File: config.mk
export PLATFORM = sky130hd
export DESIGN_NAME = vdly_pulser
export DESIGN_NICKNAME = d
export VERILOG_FILES = /design/src/rtl/vdly_pkg.sv /design/src/rtl/vdly_prio_sel.sv /design/src/rtl/vdly_load_mux.sv /design/src/rtl/vdly_seq.sv /design/src/rtl/vdly_pulser.sv
export SDC_FILE = /design/constraint.sdc
export NUM_CORES = 1
export LEC_CHECK = 0
export BUFFER_PORTS_ARGS = -buffer_cell sky130_fd_sc_hd__buf_2
export CORE_AREA = 2 2 39 41
export CTS_CLUSTER_DIAMETER = 50
export DETAILED_ROUTE_END_ITERATION = 16
export DIE_AREA = 0 0 41 43
export PLACE_DENSITY = 0.42
export SYNTH_ARGS = -nofsm -noshare
export SYNTH_HDL_FRONTEND = slang
export SYNTH_HIERARCHICAL = 1
export SYNTH_SLANG_ARGS = --single-unit
File: constraint.sdc
create_clock -name clk_i -period 2.4 [get_ports clk_i]
set_input_delay 0.12 -clock clk_i [delete_from_list [all_inputs] [get_ports clk_i]]
set_output_delay 0.12 -clock clk_i [all_outputs]
set_load 0.03 [all_outputs]
File: src/rtl/vdly_pkg.sv
package vdly_pkg;
  localparam int unsigned NUM_REQ    = 4;
  localparam int unsigned ST_W       = 4;
  localparam int unsigned PULSE_CODE = (1 << ST_W) - 1;
  typedef logic [ST_W-1:0]    st_t;
  typedef logic [NUM_REQ-1:0] req_t;
endpackage

File: src/rtl/vdly_prio_sel.sv
module vdly_prio_sel
  import vdly_pkg::*;
#(
  parameter int unsigned PRIO [NUM_REQ] = '{0, 2, 1, 3}
) (
  input  req_t req_ni,
  output req_t grant_o,
  output logic any_o
);
  logic [NUM_REQ:0] taken;

  // walk ranks from highest to lowest; first low request wins
  always_comb begin
    grant_o  = '0;
    taken[0] = 1'b0;
    for (int r = 0; r < NUM_REQ; r++) begin
      grant_o[PRIO[r]] = ~req_ni[PRIO[r]] & ~taken[r];
      taken[r+1]       = taken[r] | ~req_ni[PRIO[r]];
    end
  end

  assign any_o = taken[NUM_REQ];
endmodule

File: src/rtl/vdly_load_mux.sv
module vdly_load_mux
  import vdly_pkg::*;
#(
  parameter int unsigned DELAYS [NUM_REQ] = '{1, 3, 9, 14}
) (
  input  req_t grant_i,
  output st_t  load_o
);
  st_t term [NUM_REQ];

  for (genvar i = 0; i < NUM_REQ; i++) begin : g_term
    localparam st_t LOAD_C = st_t'(PULSE_CODE - DELAYS[i]);
    assign term[i] = grant_i[i] ? LOAD_C : '0;
  end

  always_comb begin
    load_o = '0;
    for (int i = 0; i < NUM_REQ; i++) load_o |= term[i];
  end
endmodule

File: src/rtl/vdly_seq.sv
module vdly_seq
  import vdly_pkg::*;
(
  input  logic clk_i,
  input  logic rst_ni,
  input  logic start_i,
  input  st_t  load_i,
  output st_t  st_o,
  output logic pulse_no
);
  localparam st_t PULSE_C = st_t'(PULSE_CODE);

  st_t  st_q, st_d;
  logic open_w;

  // idle and pulse states both accept a new request
  assign open_w = (st_q == '0) || (st_q == PULSE_C);

  always_comb begin
    if (open_w) st_d = start_i ? load_i : '0;
    else        st_d = st_q + 1'b1;
  end

  always_ff @(posedge clk_i or negedge rst_ni) begin
    if (!rst_ni) st_q <= '0;
    else         st_q <= st_d;
  end

  assign st_o     = st_q;
  assign pulse_no = ~(st_q == PULSE_C);
endmodule

File: src/rtl/vdly_pulser.sv
module vdly_pulser
  import vdly_pkg::*;
#(
  parameter int unsigned DELAYS [NUM_REQ] = '{1, 3, 9, 14},
  parameter int unsigned PRIO   [NUM_REQ] = '{0, 2, 1, 3}
) (
  input  logic                 clk_i,
  input  logic                 rst_ni,
  input  logic [NUM_REQ-1:0]   req_ni,
  output logic                 pulse_no
);
  req_t grant_w;
  logic any_w;
  st_t  load_w;
  st_t  st_w;

  vdly_prio_sel #(.PRIO(PRIO)) u_prio (
    .req_ni (req_ni),
    .grant_o(grant_w),
    .any_o  (any_w)
  );

  vdly_load_mux #(.DELAYS(DELAYS)) u_load (
    .grant_i(grant_w),
    .load_o (load_w)
  );

  vdly_seq u_seq (
    .clk_i   (clk_i),
    .rst_ni  (rst_ni),
    .start_i (any_w),
    .load_i  (load_w),
    .st_o    (st_w),
    .pulse_no(pulse_no)
  );
endmodule

== Word-level counts from Yosys, hierarchy flattened ==
Cells that the tools add are included.
Storage, ports and cells
  bits in registers: 4
  output and inout bits: 1
  word-level logic and storage cells: 27
  input bits: 6
Cells by class
  equal/unequal tests: 1
  $add $sub $neg: 1
  bitwise gates (word level): 16
  muxes and demuxes: 6
  reduce and logical (&&, ||, !) cells: 2
Operators with widths (count)
  two-way mux 4 bit: 4
  bitwise OR 4 bit: 3
  NOT 1 bit: 7
  adder 4 x 1 -> 4 bit (second input constant): 1
  == test 4 bit (second input constant): 1
  zero test 4 bit: 1
  bitwise AND 1 bit: 3
  two-way mux 3 bit: 1
  bitwise OR 1 bit: 3
  logical OR 1 bit: 1
  two-way mux 1 bit: 1

== Longest topological paths before layout ==
Gate-level depths: netlist (run 1).
  depth after elaboration: 10
  depth in mapped cells: 5
  depth with buffers taken out: 5

== Hierarchy ==
Netlist (run 1), hierarchy kept.
By module, submodules not included
  vdly_seq: times used 1, cells an instance 29, area an instance 267.8 µm², sequential area each 100.1 µm²
  vdly_prio_sel: times used 1, cells an instance 5, area an instance 36.3 µm², sequential area each 0.0 µm²
  vdly_load_mux: times used 1, cells an instance 4, area an instance 26.3 µm², sequential area each 0.0 µm²

== Least setup slack after synthesis (run 1) ==
OpenSTA, ideal clock, no wires.
  path type: flip-flop to flip-flop
  start: register u_seq.st_q[0] (netlist: u_seq/st_o[0])
  end: register u_seq.st_q[0] (netlist: u_seq/st_o[0])
  library setup time: 79 ps
  period minus slack after synthesis: 1449 ps
  arrival: 1370 ps
  path buffers: 0
  cell stages (with the launch flop): 5
  data required time: 2321 ps
  slack: 951 ps
  cell sequence: dfrtp_1 > ha_1 > nand3_1 > a21boi_2 > mux2i_1
Between the ends
  word-level cells in the longest chain between the ends: 3
  elaborated cells between the ends (all ways): 5
  classes of those cells: 1 x add/sub; 1 x eq/ne; 1 x mux; 2 x reduce/logical
Ends and longest elaborated chain
  from (decl): RTL line vdly_seq.sv:13  | st_t st_q, st_d;
  from (signal assigned): RTL line vdly_seq.sv:26  | else st_q <= st_d;
  branches (longest 2 deep; another with adder 4 x 1 -> 4 bit)
  two-way mux 4 bit (*): RTL line vdly_seq.sv:20  | if (open_w) st_d = start_i ? load_i : '0;
  net u_seq.st_d[0]: RTL line vdly_seq.sv:13
Mark *: on every way through the listed nets, which the timed path passes.

== Final worst setup path (run 1) ==
  start: register u_seq.st_q[0] (netlist: u_seq/st_o[0])
  end: output port pulse_no
Between the ends
  word-level cells in the longest chain between the ends: 2
Ends and longest elaborated chain
  == test 4 bit: RTL line vdly_seq.sv:30  | assign pulse_no = ~(st_q == PULSE_C);
  NOT 1 bit: RTL line vdly_seq.sv:30
  to (decl): RTL line vdly_pulser.sv:10  | output logic pulse_no
Every way passes these cells.

==> flow_summary.ini, run 1 <==
[outcome]
status = completed

[global_routing]
grt_pass1_vias = 271
grt-busiest-layer = met1
grt_max_degree = 7
grt_pass1_wl_um = 1040
grtUsageMet3 = 0
gr-usage-met1 = 0.132
antenna_found_initial = 0
grtUsageTotal = 0.0894
grt-ovfl-total = 0
grtUsageMet2 = 0.103

[synthesis]
synth.distinct_cells = 23
synthFlopType = dfrtp_1
synth_top_area_share = 0.303
yosysWarnings = 6
synth_seq_cells = 4
yosysSeqAreaShare = 0.303
post-synth-top-area-cell = dfrtp_1
yosysMostFrequentCell = inv_1
synth.area.top_cells = dfrtp_1 (30%), ha_1 (7.6%), mux2i_1 (6.1%)
syn_inst = 38
syn-num-nets = 46
synth-edff-count = 0
async_flop_share = 1.00
yosys-top-cells-count = inv_1 (5), dfrtp_1 (4), nand2_1 (4)
synth_area_um2 = 330
avgSynthCellArea_um2 = 8.69

[drt]
avgRoutedWirePerCell_um = 9.21
antenna_left = 0
routed_wl_um = 580
firstDrtPassIters = 3
drcViolationCount = 0
num_vias = 276
routed_via_density = 4.38
drt-initial-drc-count = 5

[setup_path]
r2r-end = u_seq/st_o[1]
endpoint_kind = output port
crit_required_ns = 2.28
critPathMaxFanout = 4
cp.arrival_ns = 1.20
crit_type = reg2out
reg2reg_from = u_seq/st_o[0]
crit_start = u_seq/st_o[0]
reg2reg_slack_ns = 1.08
critPathLaunchType = flip-flop
rr_worst_depth = 4
endpoint = pulse_no

[clocking]
tritoncts = built
path_clk_slew_ns = 0.04
clock-sinks = 4
post-cts-setup-buffers = 0
htreeDepth = 1
insertion_delay_ns = 0.23
post_cts_resized = 0
clockBufferDepth = 2
ctsHoldBuffers = 1
cts_made_buffers = 3
root_buffer = clkbuf_4

[cells_and_area]
layout-drive-gt1-share = 0.298
fin_nets = 57
fin_area_um2 = 405
largest_reg_flops = 4
area.growth.synth_to_final_pct = 22.7
antenna_cells = 0

[sta]
fin_hold_ws_ns = 0.222
finalCriticalPeriod_ns = 1.32
fmax_mhz = 758
skew_ns = 0.000108
worstMarginPinSlew_ns = 0.234
max_slew_margin = 0.843
setup_viol_count_final = 0
finalSetupTns_ns = 0
final.setup.worst_slack_ns = 1.08
hold_viol_final = 0
slew_viol_final = 0
rsz0062_at_grt = false
finalCritPeriodShare = 0.550

[pwr]
clockPowerShare = 0.186
p_seq_frac = 0.332
p_comb_frac = 0.482
power_per_cell_area_nw_per_um2 = 1080
intPower_w = 0.000261
vdd_drop_max_mv = 0.222
switching_power_w = 0.000175
power_switching_share = 0.401
power.leakage_nw = 0.214

[job]
drv_cap = 0

[floorplan]
die_height_um = 43
initial_core_util = 0.239
chipWidth_um = 41
fp.coreArea_um2 = 1380
dieArea_um2 = 1760
rows = 14
ios = 7

[worst_hold_path]
hold_path_class = in2async

[place]
dp_hpwl_um = 481
pre_cts_slack_ns = 1.08
place.gp.congestion = 0.666
port_buffers = 6
place_area_um2 = 373
==> kinds of logic after synthesis <==
family / count (synthesis) / synth area share
compound gates: 7 / 0.167
mux: 2 / 0.0606
buf+inv: 7 / 0.0909
flops: 4 / 0.303
simple gates: 16 / 0.303
fa+ha+maj: 2 / 0.0757
==> stage by stage <==
step	total power, W	utilization	std cells
finish	0.000436	0.293	63
floorplan	0.000308	-	38
detailed placement	0.000355	0.269	59
CTS	0.000443	0.293	63
global placement	0.000360	0.269	59
global route	0.000483	0.293	63
==> power by group through the flow <==
stage | Sequential (W) | Clock (W) | Combinational [W]
2_1_floorplan | 0.000134 | 0 | 0.000174
3_3_place_gp | 0.000147 | 0 | 0.000212
3_5_place_dp | 0.000145 | 0 | 0.000211
4_1_cts | 0.000144 | 0.0000863 | 0.000213
5_1_grt | 0.000152 | 0.0000886 | 0.000242
6_report | 0.000145 | 0.0000812 | 0.000210
==> cell usage in the layout (no fill, tap or decap), drive strengths merged, types with 2 or more instances in the layout <==
master and count:
buf 6, inv 6, nand2 4, dfrtp 4
clkbuf 3, or2 2, nand3 2, o21ai 2
mux2i 2, ha 2, o211ai 2
==> worst max-delay path, stage by stage (launching register included) <==
cell,delay (ns)
dfrtp_1,0.40
ha_1,0.26
nand3_1,0.10
buf_2,0.20
==> per-layer routing <==
metal	wire length [um]	vias up
met2	254	5
met4	0	0
met1	310	120
met5	0	-
met3	15	0
li1	-	151
==> worst min-delay path by stage <==
stage | end | slack [ns] | depth (start not counted) | start
2_1_floorplan | u_seq/st_o[0] | -0.18 | 0 | rst_ni
3_3_place_gp | u_seq/st_o[0] | -0.07 | 1 | rst_ni
3_5_place_dp | u_seq/st_o[0] | -0.07 | 1 | rst_ni
4_1_cts | u_seq/st_o[3] | 0.22 | 2 | rst_ni
5_1_grt | u_seq/st_o[3] | 0.24 | 2 | rst_ni
6_report | u_seq/st_o[0] | 0.22 | 2 | rst_ni
==> final cells by class <==
class                   instances  area (um2)
clock buffers                   3        22.5
fillers                       145         978
inverters                       6        22.5
multi-input cells              27         200
flip-flops and latches          4         100
well taps                      16        20.0
repair buffers                  7        40.0
(Power assumes the default switching activity.)
==> inputs of run 2 (changes only) <==
--- a/config.mk
+++ b/config.mk
@@ -5,12 +5,13 @@
 export SDC_FILE = /design/constraint.sdc
 export NUM_CORES = 1
 export LEC_CHECK = 0
+export ABC_AREA = 1
 export BUFFER_PORTS_ARGS = -buffer_cell sky130_fd_sc_hd__buf_2
 export CORE_AREA = 2 2 39 41
 export CTS_CLUSTER_DIAMETER = 50
 export DETAILED_ROUTE_END_ITERATION = 16
 export DIE_AREA = 0 0 41 43
-export PLACE_DENSITY = 0.42
+export PLACE_DENSITY = 0.41
 export SYNTH_ARGS = -nofsm -noshare
 export SYNTH_HDL_FRONTEND = slang
 export SYNTH_HIERARCHICAL = 1
==> constraint.sdc (replaced) <==
create_clock -name clk_i -period 1.1 [get_ports clk_i]
set_input_delay 0.055 -clock clk_i [delete_from_list [all_inputs] [get_ports clk_i]]
set_output_delay 0.055 -clock clk_i [all_outputs]
set_load 0.03 [all_outputs]
==> flow_summary.ini, run 2 <==
[outcome]
status = finished, violations left
violations = setup timing

[synthesis]
yosys.area_share.xor_xnor = 0.0286
yosysSeqAreaShare = 0.327
synth_top_area_share = 0.327
synth.area.top_cells = dfrtp_1 (33%), nand2_1 (18%), inv_1 (8.6%)
yosysWarnings = 6
synthFlopType = dfrtp_1
synth_top_family_by_area = simple AND/OR/NAND/NOR gates
yosys.area_share.adder = 0.0816
synth_seq_cells = 4
async_flop_share = 1.00
synth_compound_area_frac = 0
yosys.area_share.simple = 0.441
synth.distinct_cells = 13
post-synth-top-area-cell = dfrtp_1
synth_mux_area_frac = 0
syn-num-nets = 54
synth_area_um2 = 307
avgSynthCellArea_um2 = 6.66
synth-edff-count = 0
yosys-top-cells-count = nand2_1 (15), inv_1 (7), nand3_1 (5), nor2_1 (5), dfrtp_1 (4)
yosysMostFrequentCell = nand2_1
syn_inst = 46

[setup_path]
reg2reg_slack_ns = 0
crit_type = reg2out
rr_worst_depth = 5
critPathLaunchType = flip-flop
r2r-end = u_seq/st_o[2]
endpoint = pulse_no
endpoint_kind = output port
critPathMaxFanout = 3
crit_required_ns = 1.04
cp.arrival_ns = 1.06
reg2reg_from = u_seq/st_o[0]
crit_start = u_seq/st_o[0]

[drt]
routed_via_density = 4.04
antenna_left = 0
firstDrtPassIters = 4
num_vias = 303
avgRoutedWirePerCell_um = 8.01
route.met2.wl_um = 314
drt-initial-drc-count = 6
top_layer = met3
wl_met1_um = 270
drcViolationCount = 0
routed_wl_um = 601
routed-wl-met3_um = 16

[place]
place.gp.congestion = 0.685
dp_hpwl_um = 446
place_area_um2 = 372
port_buffers = 6

[clocking]
tritoncts = built
clockBufferDepth = 2
insertion_delay_ns = 0.23
htreeDepth = 1
path_clk_slew_ns = 0.04
root_buffer = clkbuf_4
clock-sinks = 4
cts_made_buffers = 3

[global_routing]
grt_max_degree = 6
grt_pass1_vias = 277
grt_pass1_wl_um = 938
grt-ovfl-total = 0
grtUsageTotal = 0.0827
antenna_found_initial = 0

[sta]
slew_viol_final = 0
fmax_mhz = 895
finalCritPeriodShare = 1.02
setup_viol_count_final = 1
finalSetupTns_ns = -0.0172
hold_viol_final = 0
max_slew_margin = 0.851
rsz0062_at_grt = true
finalCriticalPeriod_ns = 1.12
final.setup.worst_slack_ns = -0.0172
skew_ns = 0.000275
worstMarginPinSlew_ns = 0.224
fin_hold_ws_ns = 0.107

[cells_and_area]
fillers = 157
layout_common_cells = nand2_1 (14), inv_1 (6), buf_2 (5), nor2_1 (5), nand3_1 (5)
fin_nets = 69
final_common_cell = nand2_1
largest_reg_flops = 4
area.growth.synth_to_final_pct = 46.1
fin_area_um2 = 448
antenna_cells = 0
final_core_util = 0.324
layout-drive-gt1-share = 0.356

[pwr]
power_per_cell_area_nw_per_um2 = 2530
power.leakage_nw = 0.237
total_power_w = 0.00113
vdd_drop_max_mv = 0.573

[worst_hold_path]
hold_path_class = in2reg
whs_path_depth = 4

[floorplan]
chipWidth_um = 41
ios = 7
fp.coreArea_um2 = 1380
die_height_um = 43
initial_core_util = 0.222
rows = 14
dieArea_um2 = 1760

[job]
drv_cap = 0
run 2: worst min path at each step:
stage                          from             to  slack [ns]
after floorplan              rst_ni  u_seq/st_o[0]       -0.24
after global placement       rst_ni  u_seq/st_o[1]       -0.14
after detailed placement     rst_ni  u_seq/st_o[1]       -0.14
after CTS                 req_ni[3]  u_seq/st_o[0]        0.11
after global routing      req_ni[3]  u_seq/st_o[0]        0.13
final                     req_ni[3]  u_seq/st_o[0]        0.11
run 2: worst max-delay path, cell delays in order (launching register included):
cell     delay (ns)
dfrtp_2        0.43
ha_4           0.18
nand3_4        0.09
buf_6          0.13
run 2: layout make-up:
type | instances | area (um2) | area share
Clock buffer | 3 | 22.5 | 0.0503
Timing Repair Buffer | 11 | 76.3 | 0.170
Tap cell | 16 | 20.0 | 0.0447
Multi-Input combinational cell | 33 | 196 | 0.439
Inverter | 8 | 30.0 | 0.0670
Sequential cell | 4 | 103 | 0.229
run 2: repair_timing:
action / 4_1_cts / 5_1_grt
hold buffers: 1 / 0
endpoints found under the hold margin: 4 / 0
gates resized for setup: 4 / 3
pin swaps: 1 / 4
setup endpoints to repair: 1 / 5
buffers inserted: 2 / 1
run 2: metrics by stage:
stage | worst slack, ns | std cells
after CTS | -0.0356 | 74
after global routing | -0.0554 | 75
after floorplan | 0.00557 | 46
final | -0.0172 | 75
after global placement | 0.0132 | 68
after detailed placement | 0.00864 | 68
run 2: per-layer routing:
| layer | vias to the layer above | GRT usage |
|---|---|---|
| li1 | 166 | - |
| met1 | 132 | 0.0912 |
| met2 | 5 | 0.113 |
| met3 | 0 | 0.0314 |
| met4 | 0 | 0.0800 |
| met5 | - | 0 |
run 2: power by group:
part	leakage [nW]	internal, W	total (W)	switching, W
registers	0.0454	0.000239	0.000356	0.000117
clock network	0.0138	0.000122	0.000179	0.0000570
logic	0.178	0.000297	0.000600	0.000303
run 2: cell families after synthesis:
logic type | after synthesis
flip-flops | 4
adder cells (fa/ha/maj) | 2
AND/OR/NAND/NOR | 30
XOR/XNOR | 1
buffers and inverters | 9
==> inputs of run 3 (changes only) <==
--- a/config.mk
+++ b/config.mk
@@ -12,6 +12,7 @@
 export DETAILED_ROUTE_END_ITERATION = 16
 export DIE_AREA = 0 0 41 43
 export PLACE_DENSITY = 0.41
+export RECOVER_POWER = 50
 export SYNTH_ARGS = -nofsm -noshare
 export SYNTH_HDL_FRONTEND = slang
 export SYNTH_HIERARCHICAL = 1
==> flow_summary.ini, run 3 (synthesis results as in run 2) <==
[cells_and_area]
final_common_cell = nand2_1
layout-drive-gt1-share = 0.339
layout_common_cells = nand2_1 (14), inv_1 (6), nor2_1 (5), nand3_1 (5)
antenna_cells = 0
seqCellArea_um2 = 103
area.growth.synth_to_final_pct = 45.7
largest_reg_flops = 4
final_core_util = 0.323
fillers = 158
multi_input_area_um2 = 196
fin_nets = 69

[floorplan]
ios = 7
chipWidth_um = 41
dieArea_um2 = 1760
initial_core_util = 0.222
die_height_um = 43
fp.coreArea_um2 = 1380
rows = 14

[setup_path]
critPathLaunchType = flip-flop
crit_path_max_incr_delay_ns = 0.43
critPathMaxFanout = 3
cpMaxStageDelayCell = dfrtp_2
crit_type = reg2out
crit_required_ns = 1.04
cp.arrival_ns = 1.06
endpoint_kind = output port
crit_chain = ha_4 > nand3_4 > buf_6

[place]
dp_hpwl_um = 446
place.gp.congestion = 0.685
port_buffers = 6

[clocking]
htreeDepth = 1
insertion_delay_ns = 0.23
root_buffer = clkbuf_4
clockBufferDepth = 2
cts_made_buffers = 3
path_clk_slew_ns = 0.04
tritoncts = built
clock-sinks = 4

[sta]
finalCriticalPeriod_ns = 1.12
slew_viol_final = 0
skew_ns = 0.000275
rsz0062_at_grt = true
hold_viol_final = 0
finalCritPeriodShare = 1.02
final.setup.worst_slack_ns = -0.0172
max_slew_margin = 0.851
fmax_mhz = 895
setup_viol_count_final = 1
finalSetupTns_ns = -0.0172
worstMarginPinSlew_ns = 0.224

[drt]
num_vias = 303
drt-initial-drc-count = 6
antenna_left = 0
avgRoutedWirePerCell_um = 7.99
routed_wl_um = 599
firstDrtPassIters = 4
drcViolationCount = 0
routed_via_density = 4.04

[global_routing]
grt-ovfl-total = 0
grtUsageTotal = 0.0827
grt_pass1_vias = 277
grt_max_degree = 6
grt_pass1_wl_um = 938
antenna_found_initial = 0

[pwr]
power.leakage_nw = 0.234
vdd_drop_max_mv = 0.573
total_power_w = 0.00113
power_per_cell_area_nw_per_um2 = 2540

[outcome]
violations = setup timing
status = finished, violations left

[worst_hold_path]
hold_path_class = in2reg

[job]
drv_cap = 0
[run 3: changes by cell type in the layout (fill, tap and decap cells not counted)]
cell	change
buf_2	-1
clkbuf_1	+1
[run 3: metrics by stage]
step	cell area [um2]	setup slack, ns	cells	hold slack, ns
2_1_floorplan	322	0.00557	46	-0.241
3_3_place_gp	372	0.0132	68	-0.138
3_5_place_dp	372	0.00864	68	-0.138
4_1_cts	438	-0.0356	74	0.108
5_1_grt	447	-0.0554	75	0.132
6_report	447	-0.0172	75	0.107
[run 3: worst paths after layout]
kind | slack (ns) | start | cells past startpoint | end
min reg2reg | 0.58 | u_seq/st_o[0] | 3 | u_seq/st_o[0]
max | -0.02 | u_seq/st_o[0] | 3 | pulse_no
max in group asynchronous | 0.74 | rst_ni | 2 | u_seq/st_o[0]
min | 0.11 | req_ni[3] | 4 | u_seq/st_o[0]
max reg2reg | 0 | u_seq/st_o[0] | 5 | u_seq/st_o[2]
min in group asynchronous | 0.17 | rst_ni | 2 | u_seq/st_o[3]
[run 3: layout make-up]
class	instances	share of cell area
flip-flops and latches	4	0.230
well taps	16	0.0448
inverters	8	0.0672
clock buffers	3	0.0504
multi-input cells	33	0.440
repair buffers	11	0.168
[run 3: power by group]
part,total (W),internal [W],switching [W]
registers,0.000356,0.000239,0.000117
logic,0.000599,0.000297,0.000303
clock network,0.000179,0.000122,0.0000570
total,0.00113,0.000657,0.000477
[run 3: critical path, delay by kind of cell, from the launching register on]
kind                     cells  cell delay (ns)
flip-flops                   1             0.43
AND/OR/NAND/NOR              1             0.09
adder cells (fa/ha/maj)      1             0.18
buffers and inverters        1             0.13
[run 3: repair_timing]
action | in CTS | in global routing
pin swaps | 1 | 4
setup endpoints to repair | 1 | 5
hold endpoints to repair | 4 | 0
hold buffers | 1 | 0
resized for setup | 4 | 3
buffers inserted | 2 | 1
[run 3: routing by layer]
metal	global-route usage	part of all wire	vias up
li1	-	-	166
met1	0.0912	0.45	132
met2	0.113	0.52	5
met3	0.0314	0.027	0
met4	0.0800	0	0
met5	0	0	-
